==> src/rtl/qrd_pkg.sv <==
package qrd_pkg;

  localparam logic [7:0] QRD_OPCODE     = 8'hEB;
  localparam int         QRD_CMD_CLKS   = 8;
  localparam int         QRD_ADDR_CLKS  = 6;
  localparam int         QRD_DUMMY_CLKS = 6;
  localparam int         QRD_ADDR_START = QRD_CMD_CLKS;
  localparam int         QRD_DUMMY_START = QRD_ADDR_START + QRD_ADDR_CLKS;
  localparam int         QRD_DATA_START = QRD_DUMMY_START + QRD_DUMMY_CLKS;

  typedef enum logic [1:0] {
    ST_IDLE,
    ST_RUN,
    ST_TAIL,
    ST_GAP
  } qrd_state_e;

  typedef struct packed {
    logic [3:0] oe;
    logic [3:0] dout;
  } qrd_pad_t;

  // Number of rising sck edges in a frame carrying nbytes of data.
  function automatic int unsigned frame_clocks(input int unsigned nbytes);
    return QRD_DATA_START + 2 * nbytes;
  endfunction

  function automatic int unsigned last_clock(input int unsigned nbytes);
    return frame_clocks(nbytes) - 1;
  endfunction

  // Pad drive presented before rising edge number k of the frame.
  function automatic qrd_pad_t pad_for_clock(input int unsigned k,
                                             input logic [23:0] addr);
    qrd_pad_t p;
    p.oe   = 4'b0000;
    p.dout = 4'b0000;
    if (k < QRD_ADDR_START) begin
      p.oe   = 4'b0001;
      p.dout = {3'b000, QRD_OPCODE[3'(7 - k)]};
    end else if (k < QRD_DUMMY_START) begin
      p.oe   = 4'b1111;
      p.dout = 4'(addr >> (4 * (QRD_DUMMY_START - 1 - k)));
    end
    return p;
  endfunction

endpackage

==> src/rtl/qrd_sck_gen.sv <==
module qrd_sck_gen #(
  parameter int SCK_HALF = 2
) (
  input  logic clk,
  input  logic rst_n,
  input  logic run,
  input  logic hold_low,
  output logic sck,
  output logic rise_ev,
  output logic fall_ev
);

  localparam int CW = (SCK_HALF > 1) ? $clog2(SCK_HALF) : 1;

  logic [CW-1:0] cnt;
  logic          at_end;

  assign at_end  = (cnt == CW'(SCK_HALF - 1));
  assign rise_ev = run && at_end && !sck && !hold_low;
  assign fall_ev = run && at_end && sck;

  always_ff @(posedge clk or negedge rst_n) begin
    if (!rst_n) begin
      cnt <= '0;
      sck <= 1'b0;
    end else if (!run) begin
      cnt <= '0;
      sck <= 1'b0;
    end else if (at_end) begin
      if (rise_ev) begin
        sck <= 1'b1;
        cnt <= '0;
      end else if (fall_ev) begin
        sck <= 1'b0;
        cnt <= '0;
      end
    end else begin
      cnt <= cnt + 1'b1;
    end
  end

  // the clock idles low whenever no frame is running
  assert_sck_idle_R6: assert property (@(posedge clk) disable iff (!rst_n)
    !run |=> !sck);

  // a held-low request keeps the clock low
  assert_hold_low_R10: assert property (@(posedge clk) disable iff (!rst_n)
    (hold_low && !sck) |=> !sck);

endmodule

==> src/rtl/qrd_byte_pack.sv <==
module qrd_byte_pack (
  input  logic       clk,
  input  logic       rst_n,
  input  logic       take_nib,
  input  logic       low_half,
  input  logic [3:0] nib,
  input  logic       rd_ready,
  output logic [7:0] rd_data,
  output logic       rd_valid
);

  logic [3:0] hi_q;
  logic       byte_ev;

  assign byte_ev = take_nib && low_half;

  always_ff @(posedge clk or negedge rst_n) begin
    if (!rst_n) begin
      hi_q     <= 4'h0;
      rd_data  <= 8'h00;
      rd_valid <= 1'b0;
    end else begin
      if (take_nib && !low_half) hi_q <= nib;
      if (byte_ev) begin
        rd_data  <= {hi_q, nib};
        rd_valid <= 1'b1;
      end else if (rd_ready) begin
        rd_valid <= 1'b0;
      end
    end
  end

  // a waiting byte is neither lost nor changed
  assert_hold_byte_R10: assert property (@(posedge clk) disable iff (!rst_n)
    (rd_valid && !rd_ready) |=> (rd_valid && $stable(rd_data)));

  // no new byte completes on top of a stalled one
  assert_no_overwrite_R10: assert property (@(posedge clk) disable iff (!rst_n)
    byte_ev |-> !(rd_valid && !rd_ready));

endmodule

==> src/rtl/qspi_quad_reader.sv <==
module qspi_quad_reader #(
  parameter int SCK_HALF = 2,
  parameter int LEN_W    = 8
) (
  input  logic             clk,
  input  logic             rst_n,
  input  logic             req_valid,
  output logic             req_ready,
  input  logic [23:0]      req_addr,
  input  logic [LEN_W-1:0] req_len,
  output logic             sck,
  output logic             cs_n,
  output logic [3:0]       io_out,
  output logic [3:0]       io_oe,
  input  logic [3:0]       io_in,
  output logic [7:0]       rd_data,
  output logic             rd_valid,
  input  logic             rd_ready,
  output logic             done
);

  localparam int K_W   = LEN_W + 2;
  localparam int GAP   = 2 * SCK_HALF;
  localparam int GAP_W = $clog2(GAP + 1);

  qrd_pkg::qrd_state_e st;
  qrd_pkg::qrd_pad_t   pad_q;

  logic [23:0]      addr_q;
  logic [K_W-1:0]   kcnt;
  logic [K_W-1:0]   last_k;
  logic [GAP_W-1:0] gap_cnt;
  logic             run, hold_low, rise_ev, fall_ev;
  logic             stall, in_data, take_nib, accept, last_rise;

  assign stall     = rd_valid && !rd_ready;
  assign run       = (st == qrd_pkg::ST_RUN) || (st == qrd_pkg::ST_TAIL);
  assign hold_low  = stall || (st == qrd_pkg::ST_TAIL);
  assign in_data   = (kcnt >= K_W'(qrd_pkg::QRD_DATA_START));
  assign take_nib  = rise_ev && in_data;
  assign last_rise = rise_ev && (kcnt == last_k);
  assign req_ready = (st == qrd_pkg::ST_IDLE) && !rd_valid;
  assign accept    = req_valid && req_ready;
  assign io_out    = pad_q.dout;
  assign io_oe     = pad_q.oe;

  qrd_sck_gen #(.SCK_HALF(SCK_HALF)) u_sck (
    .clk      (clk),
    .rst_n    (rst_n),
    .run      (run),
    .hold_low (hold_low),
    .sck      (sck),
    .rise_ev  (rise_ev),
    .fall_ev  (fall_ev)
  );

  qrd_byte_pack u_pack (
    .clk      (clk),
    .rst_n    (rst_n),
    .take_nib (take_nib),
    .low_half (kcnt[0]),
    .nib      (io_in),
    .rd_ready (rd_ready),
    .rd_data  (rd_data),
    .rd_valid (rd_valid)
  );

  always_ff @(posedge clk or negedge rst_n) begin
    if (!rst_n) begin
      st      <= qrd_pkg::ST_IDLE;
      cs_n    <= 1'b1;
      pad_q   <= '0;
      addr_q  <= '0;
      kcnt    <= '0;
      last_k  <= '0;
      gap_cnt <= '0;
      done    <= 1'b0;
    end else begin
      done <= 1'b0;
      unique case (st)
        qrd_pkg::ST_IDLE: begin
          if (accept) begin
            if (req_len == '0) begin
              done <= 1'b1;
            end else begin
              st     <= qrd_pkg::ST_RUN;
              cs_n   <= 1'b0;
              addr_q <= req_addr;
              kcnt   <= '0;
              last_k <= K_W'(qrd_pkg::last_clock(32'(req_len)));
              pad_q  <= qrd_pkg::pad_for_clock(0, req_addr);
            end
          end
        end
        qrd_pkg::ST_RUN: begin
          if (rise_ev) kcnt <= kcnt + 1'b1;
          if (last_rise) st <= qrd_pkg::ST_TAIL;
          if (fall_ev) pad_q <= qrd_pkg::pad_for_clock(32'(kcnt), addr_q);
        end
        qrd_pkg::ST_TAIL: begin
          if (fall_ev) begin
            st      <= qrd_pkg::ST_GAP;
            cs_n    <= 1'b1;
            done    <= 1'b1;
            pad_q   <= '0;
            gap_cnt <= '0;
          end
        end
        default: begin
          gap_cnt <= gap_cnt + 1'b1;
          if (gap_cnt == GAP_W'(GAP - 1)) st <= qrd_pkg::ST_IDLE;
        end
      endcase
    end
  end

  // only IO0 is driven while the command shifts out
  assert_cmd_one_line_R2: assert property (@(posedge clk) disable iff (!rst_n)
    (!cs_n && kcnt < K_W'(qrd_pkg::QRD_ADDR_START)) |-> io_oe == 4'b0001);

  // pads are released once the turnaround clocks are under way
  assert_pads_released_R4: assert property (@(posedge clk) disable iff (!rst_n)
    (!cs_n && kcnt > K_W'(qrd_pkg::QRD_DUMMY_START)) |-> io_oe == 4'b0000);

  // launch only while the clock is low
  assert_launch_low_R6: assert property (@(posedge clk) disable iff (!rst_n)
    sck |-> $stable(pad_q));

  // chip select never moves while the clock is high
  assert_cs_clock_low_R7: assert property (@(posedge clk) disable iff (!rst_n)
    (cs_n != $past(cs_n)) |-> !sck);

  // the end pulse comes with chip select high
  assert_done_cs_high_R8: assert property (@(posedge clk) disable iff (!rst_n)
    done |-> cs_n);

  // an empty request finishes at once without a frame
  assert_zero_len_R9: assert property (@(posedge clk) disable iff (!rst_n)
    (accept && req_len == '0) |=> (cs_n && done));

  // no request is taken during a frame
  assert_busy_ready_R11: assert property (@(posedge clk) disable iff (!rst_n)
    !cs_n |-> !req_ready);

endmodule

==> config.mk <==
export PLATFORM = sky130hd
export DESIGN_NAME = qspi_quad_reader
export DESIGN_NICKNAME = d
export VERILOG_FILES = /design/src/rtl/qrd_pkg.sv /design/src/rtl/qrd_sck_gen.sv /design/src/rtl/qrd_byte_pack.sv /design/src/rtl/qspi_quad_reader.sv
export SDC_FILE = /design/constraint.sdc
export NUM_CORES = 1
export LEC_CHECK = 0
export BUFFER_PORTS_ARGS = -buffer_cell sky130_fd_sc_hd__buf_2
export CAP_MARGIN = 20
export CORE_ASPECT_RATIO = 0.5
export CORE_UTILIZATION = 32
export CTS_CLUSTER_SIZE = 30
export DETAILED_ROUTE_END_ITERATION = 8
export MAX_ROUTING_LAYER = met4
export PLACE_DENSITY_LB_ADDON = 0.3
export SLEW_MARGIN = 20
export SYNTH_ARGS = -nofsm -noshare
export SYNTH_HDL_FRONTEND = slang
export SYNTH_HIERARCHICAL = 1
export SYNTH_SLANG_ARGS = --single-unit
==> constraint.sdc <==
create_clock -name clk -period 2.7 [get_ports clk]
set_input_delay 0.81 -clock clk [delete_from_list [all_inputs] [get_ports clk]]
set_output_delay 0.81 -clock clk [all_outputs]
set_load 0.01 [all_outputs]
### Word level (Yosys, flattened, before mapping)

Memory sizes are Yosys's and may differ from the RTL's.
Cells that the tools add are included.

| storage, ports and cells | value |
|---|---|
| output and inout bits | 21 |
| logic and storage cells | 112 |
| memories kept | 1 |
| bits in read-only memories | 8 |
| register bits after elaboration | 74 |

Memory list:

| memory | words | bits a word | rd ports | clocked after Yosys merged registers in | write ports | line | source |
|---|---|---|---|---|---|---|---|
| (name not given) | 8 | 1 | 1 | 0 | 0 | qrd_pkg.sv:40 | `p.dout = {3'b000, QRD_OPCODE[3'(7 - k)]};` |

| operators by class | value |
|---|---|
| order comparisons | 4 |
| shifts and indexed selects | 1 |
| bitwise operators | 2 |
| multiplexer cells | 38 |
| add/subtract/negate cells | 7 |
| reductions and logical operators | 33 |
| eq/ne operators | 12 |

Operator list:

| kind | count |
|---|---|
| 8-bit two-way mux | 6 |
| 24-bit by 32-bit right shift with 4-bit output | 1 |
| 10-bit two-way mux | 3 |
| 8-bit case mux with 3 select lines | 1 |
| 10-bit by 4-bit less-than comparator with 1-bit output (second input constant) | 2 |
| 10-bit case mux with 2 select lines | 1 |
| 1-bit two-way mux | 17 |
| 2-bit != test (second input constant) | 7 |
| 1-bit logical AND | 11 |
| 4-bit by 10-bit subtractor with 11-bit output (first input constant) | 1 |
| 10-bit by 1-bit adder with 10-bit output (second input constant) | 1 |
| 5-bit by 9-bit adder with 10-bit output (first input constant) | 1 |
| 10-bit equality test | 1 |
| 10-bit by 5-bit greater-or-equal comparator with 1-bit output (second input constant) | 1 |
| 2-bit two-way mux | 5 |
| 5-bit AND reduction | 2 |
| 10-bit by 1-bit subtractor with 10-bit output (second input constant) | 1 |
| 8-bit logical NOT | 1 |
| 4-bit AND reduction | 2 |
| 2-bit case mux with 3 select lines | 1 |
| 3-bit case mux with 2 select lines | 1 |
| 2-bit nonzero test | 3 |
| 1-bit logical NOT | 5 |
| 3-bit by 4-bit less-than comparator with 1-bit output (second input constant) | 1 |
| other kinds (17) | 21 |

### Logic depth before layout (Yosys ltp)

| depth | value |
|---|---|
| depth in word-level cells | 8 |
| gate-level depth with buffers | 9 |
| depth with buffers taken out | 9 |

### Modules after synthesis

The synthesis kept the hierarchy.

Modules (own cells, without submodules):

| module | area each (um^2) | instances | cells each | sequential area each (um^2) |
|---|---|---|---|---|
| qspi_quad_reader | 3091.7 | 1 | 326 | 1427.6 |
| qrd_byte_pack | 494.2 | 1 | 29 | 325.3 |
| qrd_sck_gen | 100.1 | 1 | 9 | 50.0 |

### Least setup slack after synthesis

OpenSTA, ideal clock, no wires.

| timing path | value |
|---|---|
| kind | in2reg |
| start | in rd_ready |
| end | reg u_pack.rd_data[0] |
| cell stages on the path | 6 |
| arrival time | 2.373 ns |
| data required time | 2.575 ns |
| slack | 0.202 ns |
| path through | inv_1 > a21o_1 > nor3_1 > a21boi_0 > nand2_4 > mux2_2 |

| on the way | value |
|---|---|
| cells in the longest elaborated chain, start to end | 7 |

RTL lines:

| what | line | source |
|---|---|---|
| from (decl) | qspi_quad_reader.sv:18 | `input logic rd_ready,` |
| 1-bit logical NOT | qspi_quad_reader.sv:36 | `assign stall = rd_valid && !rd_ready;` |
| 1-bit logical AND | qspi_quad_reader.sv:36 |  |
| 1-bit logical OR | qspi_quad_reader.sv:38 | `assign hold_low = stall \|\| (st == qrd_pkg::ST_TAIL);` |
| via hold_low | qspi_quad_reader.sv:33 | `logic run, hold_low, rise_ev, fall_ev;` |
| 1-bit logical NOT | qrd_sck_gen.sv:19 | `assign rise_ev = run && at_end && !sck && !hold_low;` |
| 1-bit logical AND | qrd_sck_gen.sv:19 |  |
| via rise_ev | qspi_quad_reader.sv:33 |  |
| 1-bit logical AND | qspi_quad_reader.sv:40 | `assign take_nib = rise_ev && in_data;` |
| via take_nib | qspi_quad_reader.sv:34 | `logic stall, in_data, take_nib, accept, last_rise;` |
| 1-bit logical AND | qrd_byte_pack.sv:15 | `assign byte_ev = take_nib && low_half;` |
| to (signal assigned) | qrd_byte_pack.sv:25 | `rd_data <= {hi_q, nib};` |
| to (decl) | qrd_byte_pack.sv:8 | `output logic [7:0] rd_data,` |

The timed path passes the listed nets, and every way through them passes these cells.
A chain may end at the register's enable or synchronous reset.

### Final worst setup path

| timing path | value |
|---|---|
| start | reg st[0] |
| end | out req_ready |

| on the way | value |
|---|---|
| cells in the longest elaborated chain, start to end | 2 |

RTL lines:

| what | line | source |
|---|---|---|
| from (decl) | qspi_quad_reader.sv:26 | `qrd_pkg::qrd_state_e st;` |
| from (signal assigned) | qspi_quad_reader.sv:70 | `st <= qrd_pkg::ST_IDLE;` |
| from (signal assigned) | qspi_quad_reader.sv:86 | `st <= qrd_pkg::ST_RUN;` |
| from (signal assigned) | qspi_quad_reader.sv:97 | `if (last_rise) st <= qrd_pkg::ST_TAIL;` |
| 2-bit logical NOT | qspi_quad_reader.sv:42 | `assign req_ready = (st == qrd_pkg::ST_IDLE) && !rd_valid;` |
| 1-bit logical AND | qspi_quad_reader.sv:42 |  |
| to (decl) | qspi_quad_reader.sv:8 | `output logic req_ready,` |

Every way passes these cells.

==> flow_summary.yaml <==
synth:
  synth_top_cell_area_share_pct: 48.2
  post_synth_most_frequent_cells: "97 x nand2_1, 71 x dfrtp_1, 21 x o21ai_0"
  synth_edf_count: 0
  synth_area_sq_um: 3690
  synth-seq-area-share_pct: 48.9
  ys_ff_latch: 72
  netlist.top_cell.by_area: "dfrtp_1"
  postSynthNetCount: 417
  synth_cell_types: 49
  synth_flop_cell: "dfrtp_1"
  avgSynthCellArea_sq_um: 10.1
  top_area_cells_in_the_synthesized_netlist: "dfrtp_1 48%, nand2_1 9.9%, mux2_2 5.8%, ha_1 4.4%, xnor2_1 3.3%"
  gate_count_post_synth: 364
  leading_cell_type_by_number_of_instances_after_synthesis: "nand2_1"
  synthArstFlopShare_pct: 100
  yosysWarningCount: 6
clock_network:
  post_cts_hold_buffer_count: 0
  cts_root_buffer: "clkbuf_16"
  later_pin_clock_latency_in_the_skew_report_ns: 0.34
  tritoncts.num_buffers: 9
  cts_htree_levels: 3
  clock_transition_at_the_register_clock_pins_on_the_worst_setup_and_hold_paths_after_cts_ns: 0.06
  postCtsSetupRepairBufs: 0
  tritoncts: "done"
  post_cts_resize_count: 0
  clockBufferDepth: 2
  cts_num_sinks: 72
grt:
  grt_first_pass_wirelength_mm: 14.0
  pin_count_of_the_biggest_net_entering_global_routing: 35
  vias_in_the_first_global_route: 2791
  grt-ovfl-total: 0
  antenna_found_initial: 0
  track_usage_pct: 15.7
worst_setup_path:
  worstSetupPathType: "flip-flop to output port"
  worst_path_largest_cell_delay_ns: 0.40
  required_ns: 1.89
  timing.critical_path.from_type: "flip-flop"
  worst_path_dominant_cell_family: "flip-flops"
  critical_path.n_buffers_inverters: 2
  worstSetupEndpointType: "output port"
  worstPathArrival_ns: 1.56
  crit_chain: "inv_1, ha_1, nor2b_1, buf_2"
  timing.critical_path.slowest_stage_cell: "dfrtp_1"
  critical_path.max_fanout: 5
hold_path:
  holdCritPathClass: "flip-flop to flip-flop"
route:
  post-route-drc-count: 0
  routed-via-count: 2677
  topRoutingLayerUsed: "met4"
  routed-wl-met2_mm: 3.73
  routed_wl_mm: 8.14
  drt_first_iter_violations: 183
  routed_wire_length_per_instance_microns: 14.1
  met3_length_microns: 277
  firstDrtPassIters: 4
  post_drt_via_cell_ratio: 4.63
  route.layer.met1.wl_mm: 4.01
  ant_nets: 0
finish:
  stdcell_count: 578
  design_area_sq_um: 4450
  synthToLayoutAreaGrowth_pct: 20.8
  utilization_pct: 40.1
  antenna-diode-count: 0
  num-nets-final: 481
  drive_above_1_share_pct: 27.7
floorplan:
  coreArea_sq_um: 11100
  initial_utilization_pct: 33.2
  horizontal_die_dimension_microns: 154
  die_y_microns: 77.9
  die-area_sq_um: 12000
  row_count: 27
  io_pins: 61
pwr:
  worst_ir_drop_vdd_uv: 323
  cellPowerDensity_nw_per_um2: 966
  power_leakage_uw: 0.00224
sta:
  fin_crit_sh_pct: 87.9
  post-route-min-period_ns: 2.37
  setup_viol_count_final: 0
  max_freq_ghz: 0.421
  setup_skew_after_layout_ns: 0.00907
  worst_hold_slack_after_final_layout_ns: 0.473
  worstMarginPinSlew_ns: 0.624
  unrepaired_setup_endpoints_after_global_routing: "no"
  report.final.slew_viol_count: 0
  finalHoldViolCount: 0
  setup_tns_ns: 0
  relative_slew_slack_pct: 58.2
placement:
  place.gp.congestion: 0.810
  placement.io_buffers: 60
  number_of_cells_in_the_design_after_placement: 562
  place_area_sq_um: 4160
  post-dp-hpwl_mm: 5.91
run:
  number_of_violations_of_the_max_capacitance_limit: 0
run_status:
  status: "finished clean"
path summary, 6_finish.rpt:
| kind | endpoint | slack, ns | cells past startpoint | from |
|---|---|---|---|---|
| setup / recovery | req_ready | 0.33 | 4 | st[0] |
| hold / removal | addr_q[1] | 0.47 | 2 | addr_q[1] |
| setup reg to reg | kcnt[9] | 0.35 | 10 | st[1] |
| hold reg to reg | addr_q[1] | 0.47 | 2 | addr_q[1] |
| max in group asynchronous | cs_n | 1.56 | 2 | rst_n |
| min in group asynchronous | st[0] | 0.49 | 1 | rst_n |
metal layers:
layer / vias to the layer above / track usage [%]
met1: 1273 / 20.0
met2: 36 / 24.0
met4: 0 / 4.80
met3: 12 / 4.92
li1: 1356 / -
met5: - / -
sequential cells by signal (all words and copies together), names as in the netlist:
register,flops
addr_q,24
kcnt,10
last_k,10
u_pack/rd_data,8
io_out,4
u_pack/hi_q,4
gap_cnt,3
io_oe,2
st,2
cs_n,1
done,1
u_pack/rd_valid,1
u_sck/at_end,1
u_sck/sck,1
report_power, final:
part	switching (uW)	leakage, uW	internal, uW
clock	448	0.000145	738
combinational	849	0.00117	670
sequential	203	0.000924	1390
worst reg2reg max path, stage by stage (launching register included):
cell	delay, ns
dfrtp_1	0.39
inv_1	0.08
ha_1	0.40
nand2_1	0.11
nor3_1	0.16
buf_4	0.19
mux2_2	0.21
nor2b_1	0.31
nand4_1	0.15
xor2_1	0.15
nor2_1	0.05
through the flow:
stage          setup WS, ns  total power [uW]
2_1_floorplan         0.202              2660
6_report              0.327              4300
5_1_grt               0.134              4630
3_3_place_gp          0.120              3090
3_5_place_dp         0.0694              3140
4_1_cts               0.316              4360
cell families after synthesis:
logic type	Yosys count	synth area share, %
xor+xnor	25	5.94
mux	24	8.52
compound gates	47	8.15
buf+inv	31	4.68
fa+ha+maj	13	4.41
simple gates	152	19.4
flops	72	48.9
final cells by class:
| cell class | count | area (sq um) |
|---|---|---|
| Clock inverter | 5 | 56.3 |
| Inverter | 12 | 45.0 |
| Timing Repair Buffer | 72 | 415 |
| Tap cell | 145 | 181 |
| Fill cell | 1086 | 6660 |
| Clock buffer | 11 | 243 |
| Sequential cell | 72 | 1800 |
| Multi-Input combinational cell | 261 | 1710 |
cells in the final DEF (no fill, tap or decap), types with 4 or more instances in the layout:
| cell type | count |
|---|---|
| xor2_1 | 11 |
| dfrtp_1 | 71 |
| a22oi_1 | 4 |
| a21oi_1 | 5 |
| clkbuf_16 | 9 |
| ha_1 | 13 |
| nor2_1 | 15 |
| o21ai_0 | 21 |
| inv_1 | 12 |
| mux2_2 | 19 |
| mux4_2 | 4 |
| buf_4 | 10 |
| nand3_1 | 5 |
| buf_2 | 60 |
| nand4_1 | 8 |
| nand2_1 | 97 |
| xnor2_1 | 14 |
Note: power is estimated with default switching activity, not from simulation.
